<file path="config.mk">
export PLATFORM = sky130hd
export DESIGN_NAME = ppw_timer
export DESIGN_NICKNAME = d
export VERILOG_FILES = /design/src/rtl/ppt_pkg.sv /design/src/rtl/ppt_cfg_reg.sv /design/src/rtl/ppt_prescaler.sv /design/src/rtl/ppt_pulse_ctrl.sv /design/src/rtl/ppw_timer.sv
export SDC_FILE = /design/constraint.sdc
export NUM_CORES = 1
export LEC_CHECK = 0
export BUFFER_PORTS_ARGS = -buffer_cell sky130_fd_sc_hd__buf_4
export CAP_MARGIN = 20
export CORE_MARGIN = 1
export CORE_UTILIZATION = 55
export CTS_BUF_LIST = sky130_fd_sc_hd__clkbuf_4 sky130_fd_sc_hd__clkbuf_8
export CTS_CLUSTER_SIZE = 10
export DETAILED_ROUTE_END_ITERATION = 12
export GPL_TIMING_DRIVEN = 1
export HOLD_SLACK_MARGIN = 0.02
export PLACE_DENSITY = 0.77
export SETUP_SLACK_MARGIN = 0.05
export SYNTH_ARGS = -nofsm -noshare
export SYNTH_HDL_FRONTEND = slang
export SYNTH_SLANG_ARGS = --single-unit
</file>
<file path="constraint.sdc">
create_clock -name clk -period 5.55 [get_ports clk]
set_input_delay 0.8325 -clock clk [delete_from_list [all_inputs] [get_ports clk]]
set_output_delay 0.8325 -clock clk [all_outputs]
set_load 0.02 [all_outputs]
</file>
<file path="src/rtl/ppt_pkg.sv">
package ppt_pkg;

    localparam int CFG_W = 16;
    localparam int VAL_W = CFG_W - 1;

    typedef logic [CFG_W-1:0] cfg_word_t;
    typedef logic [VAL_W-1:0] width_t;

    // Bit 15 is the mandatory-set flag, bits 14:0 the width in prescaled steps.
    typedef struct packed {
        logic   enable_ok;
        width_t width;
    } cfg_t;

    typedef enum logic [0:0] {
        ST_IDLE  = 1'b0,
        ST_PULSE = 1'b1
    } pulse_state_t;

    function automatic cfg_t decode_cfg(input cfg_word_t w);
        return cfg_t'(w);
    endfunction

    function automatic logic cfg_usable(input cfg_t c);
        return c.enable_ok;
    endfunction

endpackage

</file>
<file path="src/rtl/ppt_cfg_reg.sv">
module ppt_cfg_reg
    import ppt_pkg::*;
#(
    parameter cfg_word_t RESET_VAL = 16'h8005
) (
    input  logic      clk,
    input  logic      rst,
    input  logic      wr_en,
    input  cfg_word_t wr_data,
    input  logic      ld_en,
    input  cfg_word_t ld_data,
    output cfg_word_t q
);

    always_ff @(posedge clk) begin
        if (rst) begin
            q <= RESET_VAL;
        end else if (ld_en) begin
            q <= ld_data;
        end else if (wr_en) begin
            q <= wr_data;
        end
    end

    // load path has priority and lands on the next edge
    p_load_lands_r7: assert property (@(posedge clk) disable iff (rst)
        ld_en |=> q == $past(ld_data));

    // write alone lands on the next edge
    p_write_lands_r7: assert property (@(posedge clk) disable iff (rst)
        (wr_en && !ld_en) |=> q == $past(wr_data));

    // without a strobe the register holds
    p_hold_r8: assert property (@(posedge clk) disable iff (rst)
        (!wr_en && !ld_en) |=> $stable(q));

endmodule

</file>
<file path="src/rtl/ppt_prescaler.sv">
module ppt_prescaler #(
    parameter int DIV = 144
) (
    input  logic clk,
    input  logic rst,
    input  logic restart,
    input  logic run,
    output logic tick
);

    localparam int CNT_W = (DIV > 1) ? $clog2(DIV) : 1;
    localparam logic [CNT_W-1:0] LAST = CNT_W'(DIV - 1);

    logic [CNT_W-1:0] cnt;

    always_ff @(posedge clk) begin
        if (rst || restart) begin
            cnt <= '0;
        end else if (run) begin
            if (cnt == LAST) begin
                cnt <= '0;
            end else begin
                cnt <= cnt + 1'b1;
            end
        end
    end

    assign tick = run && (cnt == LAST);

    // divider never leaves its range
    p_cnt_range_r2: assert property (@(posedge clk) disable iff (rst)
        cnt <= LAST);

    // a restart always begins a fresh step
    p_restart_zero_r2: assert property (@(posedge clk) disable iff (rst)
        restart |=> cnt == '0);

endmodule

</file>
<file path="src/rtl/ppt_pulse_ctrl.sv">
module ppt_pulse_ctrl
    import ppt_pkg::*;
(
    input  logic clk,
    input  logic rst,
    input  logic start,
    input  cfg_t cfg,
    input  logic tick,
    output logic restart,
    output logic active,
    output logic done,
    output logic cfg_err
);

    pulse_state_t state;
    width_t       remaining;
    logic         accept;
    logic         refuse;

    assign accept  = (state == ST_IDLE) && start && cfg_usable(cfg);
    assign refuse  = (state == ST_IDLE) && start && !cfg_usable(cfg);
    assign restart = accept;
    assign active  = (state == ST_PULSE);

    always_ff @(posedge clk) begin
        if (rst) begin
            state     <= ST_IDLE;
            remaining <= '0;
            done      <= 1'b0;
            cfg_err   <= 1'b0;
        end else begin
            done <= 1'b0;
            unique case (state)
                ST_IDLE: begin
                    if (accept) begin
                        state     <= ST_PULSE;
                        remaining <= cfg.width;
                        cfg_err   <= 1'b0;
                    end else if (refuse) begin
                        cfg_err <= 1'b1;
                    end
                end
                ST_PULSE: begin
                    if (tick) begin
                        if (remaining == '0) begin
                            state <= ST_IDLE;
                            done  <= 1'b1;
                        end else begin
                            remaining <= remaining - 1'b1;
                        end
                    end
                end
                default: state <= ST_IDLE;
            endcase
        end
    end

    // done coincides with the first idle cycle after a pulse
    p_done_on_fall_r3: assert property (@(posedge clk) disable iff (rst)
        done |-> (!active && $past(active)));

    // done is a single-cycle strobe
    p_done_single_r3: assert property (@(posedge clk) disable iff (rst)
        done |=> !done);

    // a refused start leaves the timer idle and flags the error
    p_refuse_r4: assert property (@(posedge clk) disable iff (rst)
        (start && !active && !cfg.enable_ok) |=> (!active && cfg_err));

    // a start during a pulse does not reload the count
    p_ignore_start_r5: assert property (@(posedge clk) disable iff (rst)
        (start && active && !tick) |=> (active && $stable(remaining)));

    // the pulse ends only on a step boundary
    p_end_on_tick_r2: assert property (@(posedge clk) disable iff (rst)
        (active && !tick) |=> active);

endmodule

</file>
<file path="src/rtl/ppw_timer.sv">
module ppw_timer
    import ppt_pkg::*;
#(
    parameter int             PRESCALE = 144,
    parameter int             NUM_CFG  = 2,
    parameter logic [NUM_CFG*CFG_W-1:0] DEFAULTS = {16'h8013, 16'h8005},
    localparam int            SEL_W    = (NUM_CFG > 1) ? $clog2(NUM_CFG) : 1
) (
    input  logic             clk,
    input  logic             rst,
    input  logic             wr_en,
    input  logic [SEL_W-1:0] wr_sel,
    input  logic [15:0]      wr_data,
    input  logic             ld_en,
    input  logic [SEL_W-1:0] ld_sel,
    input  logic [15:0]      ld_data,
    input  logic             start,
    input  logic [SEL_W-1:0] start_sel,
    output logic             pulse_active,
    output logic             pulse_done,
    output logic             cfg_error
);

    cfg_word_t cfg_words [NUM_CFG];
    cfg_t      sel_cfg;
    logic      tick;
    logic      restart;

    for (genvar i = 0; i < NUM_CFG; i++) begin : g_cfg
        ppt_cfg_reg #(
            .RESET_VAL(DEFAULTS[i*CFG_W +: CFG_W])
        ) u_reg (
            .clk    (clk),
            .rst    (rst),
            .wr_en  (wr_en && (wr_sel == SEL_W'(i))),
            .wr_data(wr_data),
            .ld_en  (ld_en && (ld_sel == SEL_W'(i))),
            .ld_data(ld_data),
            .q      (cfg_words[i])
        );
    end

    assign sel_cfg = decode_cfg(cfg_words[start_sel]);

    ppt_prescaler #(
        .DIV(PRESCALE)
    ) u_presc (
        .clk    (clk),
        .rst    (rst),
        .restart(restart),
        .run    (pulse_active),
        .tick   (tick)
    );

    ppt_pulse_ctrl u_ctrl (
        .clk    (clk),
        .rst    (rst),
        .start  (start),
        .cfg    (sel_cfg),
        .tick   (tick),
        .restart(restart),
        .active (pulse_active),
        .done   (pulse_done),
        .cfg_err(cfg_error)
    );

    // outputs quiet right after reset
    p_reset_quiet_r1: assert property (@(posedge clk)
        $past(rst) |-> (!pulse_active && !pulse_done && !cfg_error));

endmodule

</file>
==> impl_metrics.yaml <==
floorplan:
  die_y_microns: 77.7
  core_area_sq_um: 5510
  die_w_microns: 77.7
  io_pins: 43
  start_util: 0.572
  rows: 27
  die_area_sq_um: 6030
layout:
  num-fill-cells: 455
  final_common_cell: "dfxtp_1"
  fin_util: 0.668
  finalNonFillerCells: 471
  layout.nets: 436
  multi_input_area_sq_um: 1820
  layout-drive-gt1-share: 0.203
  syn2layout_area_growth_pct: 16.9
  seqCellArea_sq_um: 1160
  diodes: 0
  layout_common_cells: "58 x dfxtp_1, 51 x nor2_1, 44 x buf_4"
critical_path:
  required_ns: 5.75
  worstPathCellList: "inv_1 > ha_1 > or3b_1 > or3_4 > o41ai_4 > buf_4 > and2_1 > o32ai_1"
  arrival_ns: 2.97
  end_kind: "flip-flop"
  worstSetupStartpointType: "flip-flop"
  crit_fanout: 20
  critical-path-slowest-cell: "or3b_1"
  cpPeakStageDelay_ns: 0.50
  crit_type: "flip-flop to flip-flop"
route:
  drt-total-wl_microns: 7270
  wl_per_cell_microns: 15.4
  drc: 0
  first_pass_iters: 4
  vias: 2767
  drtAntennaViolNets: 0
  via_per_inst: 5.87
  drtIter0Drc: 213
logic_synthesis:
  mappedNetlistNets: 413
  synth_top_family_by_area: "simple AND/OR/NAND/NOR gates"
  synth_area_leaders: "dfxtp_1 37%, mux2i_1 7.9%, nor2_1 6.1%, a211oi_1 4.5%, nand3_1 3.3%"
  synthMuxAreaShare: 0.0866
  netlist_instances: 371
  synth_fa_ha_area_frac: 0.00795
  ys_types: 49
  synth_xor_area_frac: 0.0278
  yosys_register_bits: 58
  syn_area_sq_um: 3150
  synth-compound-area-share: 0.213
  synth-simple-area-share: 0.242
  avgSynthCellArea_sq_um: 8.49
  yosysTopAreaCell: "dfxtp_1"
  ys_warn_count: 0
  ys_seq_area_frac: 0.369
  synth_top_cell_area_share: 0.369
clock_tree:
  cts_buffers: 9
  cts-hold-fix-buffers: 0
  clk_latency_ns: 0.35
  cts.sinks: 58
  root_buffer: "clkbuf_8"
  path_clk_slew_ns: 0.07
  cts_max_level: 3
  cts_tree: "built"
  post_cts.repair.setup_buffers: 0
  cts_buffer_depth: 2
  post_cts_resized: 0
placement:
  place_hpwl_microns: 4610
  place_inst: 454
  place_congestion: 0.807
  port_buffers: 42
timing:
  finalHoldViolCount: 0
  worst_pin_slew_ns: 1.09
  rsz0062_at_grt: "no"
  setup_viol: 0
  setup_tns_ns: 0
  slew_viol_final: 0
  min_period_ns: 2.77
  period_share: 0.498
  slew_headroom: 0.268
  skew_ns: 0.0103
  timing.fmax_ghz: 0.362
global_route:
  grt_overflow: 0
  grt_usage: 0.255
  antenna_found_initial: 0
  grt_pass1_vias: 2561
  grt_pass1_wl_microns: 12100
  grt_max_degree: 60
power:
  powerDensity_nw_per_um2: 325
  leakagePower_nw: 1.42
  totalPowerFinal_mw: 1.20
  vdd_ir_drop_max_uv: 187
outcome:
  status: "finished clean"
hold_path:
  hold_class: "flip-flop to flip-flop"
job:
  drv_cap: 0
synthesized netlist by cell type (all sizes together):
library cell   n
o21ai          7
and4           1
and2           1
buf           12
inv            4
o32ai          9
nand2b        15
nor2          51
nor3           4
a21boi         2
a211oi        19
or2            5
ha             2
nand2         23
xnor2          7
o41ai          1
nor4           3
clkbuf        21
a221o          5
and3           1
nand4b         1
o21a           1
or3b           1
xor2           3
mux2           2
nand3         26
a311oi        12
or4            3
nor2b         10
a21oi         22
o22a           1
a31oi          2
a22oi          2
mux2i         25
dfxtp         58
and4b          1
nand4          1
a211o          1
o31a           3
or3            3
metrics by stage:
stage | setup slack [ns] | instance area, sq um | hold WS, ns
floorplan | 3.29 | 3150 | 0.447
global placement | 2.69 | 3410 | 0.461
detailed placement | 2.66 | 3410 | 0.470
CTS | 2.81 | 3670 | 0.483
global route | 2.65 | 3680 | 0.505
finish | 2.78 | 3680 | 0.480
worst paths after layout:
| kind | from | to | slack [ns] | cells after the start |
|---|---|---|---|---|
| worst max-delay path | u_ctrl.remaining[0] | u_ctrl.remaining[6] | 2.78 | 8 |
| worst min-delay path | u_ctrl.cfg_err | u_ctrl.cfg_err | 0.48 | 2 |
| worst max register to register | u_ctrl.remaining[0] | u_ctrl.remaining[6] | 2.78 | 8 |
| worst min register to register | u_ctrl.cfg_err | u_ctrl.cfg_err | 0.48 | 2 |
final cells by class:
type                            count  area share
Timing Repair Buffer               45      0.0938
Multi-Input combinational cell    276       0.494
Tap cell                           72      0.0245
Clock inverter                      5      0.0272
Sequential cell                    58       0.315
Inverter                            4     0.00408
Clock buffer                       11      0.0411
cell families after synthesis:
kind of cell    Yosys count
simple gates            150
compound gates           87
flops                    58
buf+inv                  37
mux                      27
xor+xnor                 10
fa+ha+maj                 2
layer usage:
layer	vias to the layer above	GRT usage	wire, microns
li1	1390	-	-
met5	-	0	0
met4	0	0.113	144
met3	14	0.0424	260
met1	1297	0.344	3450
met2	66	0.398	3410
where the power goes:
| group | internal [mW] | leakage (nW) | switching [mW] |
|---|---|---|---|
| clock network | 0.321 | 0.129 | 0.178 |
| registers | 0.446 | 0.477 | 0.0223 |
| logic | 0.101 | 0.811 | 0.127 |
critical path, delay by kind of cell, from the launching register on:
family                     cells  cell delay, ns
buffers and inverters          2            0.38
adders and majority gates      1            0.19
and+or+nand+nor                3            1.33
AOI/OAI and AO/OA              2            0.35
DFF                            1            0.37
sequential cells by signal, summed over array words and instances (netlist names):
name              cells
u_ctrl.done           1
g_cfg.u_reg.q        32
u_ctrl.active         1
u_presc.cnt           8
u_ctrl.cfg_err        1
u_ctrl.remaining     15
No activity file was read; power rests on OpenSTA's default activity.
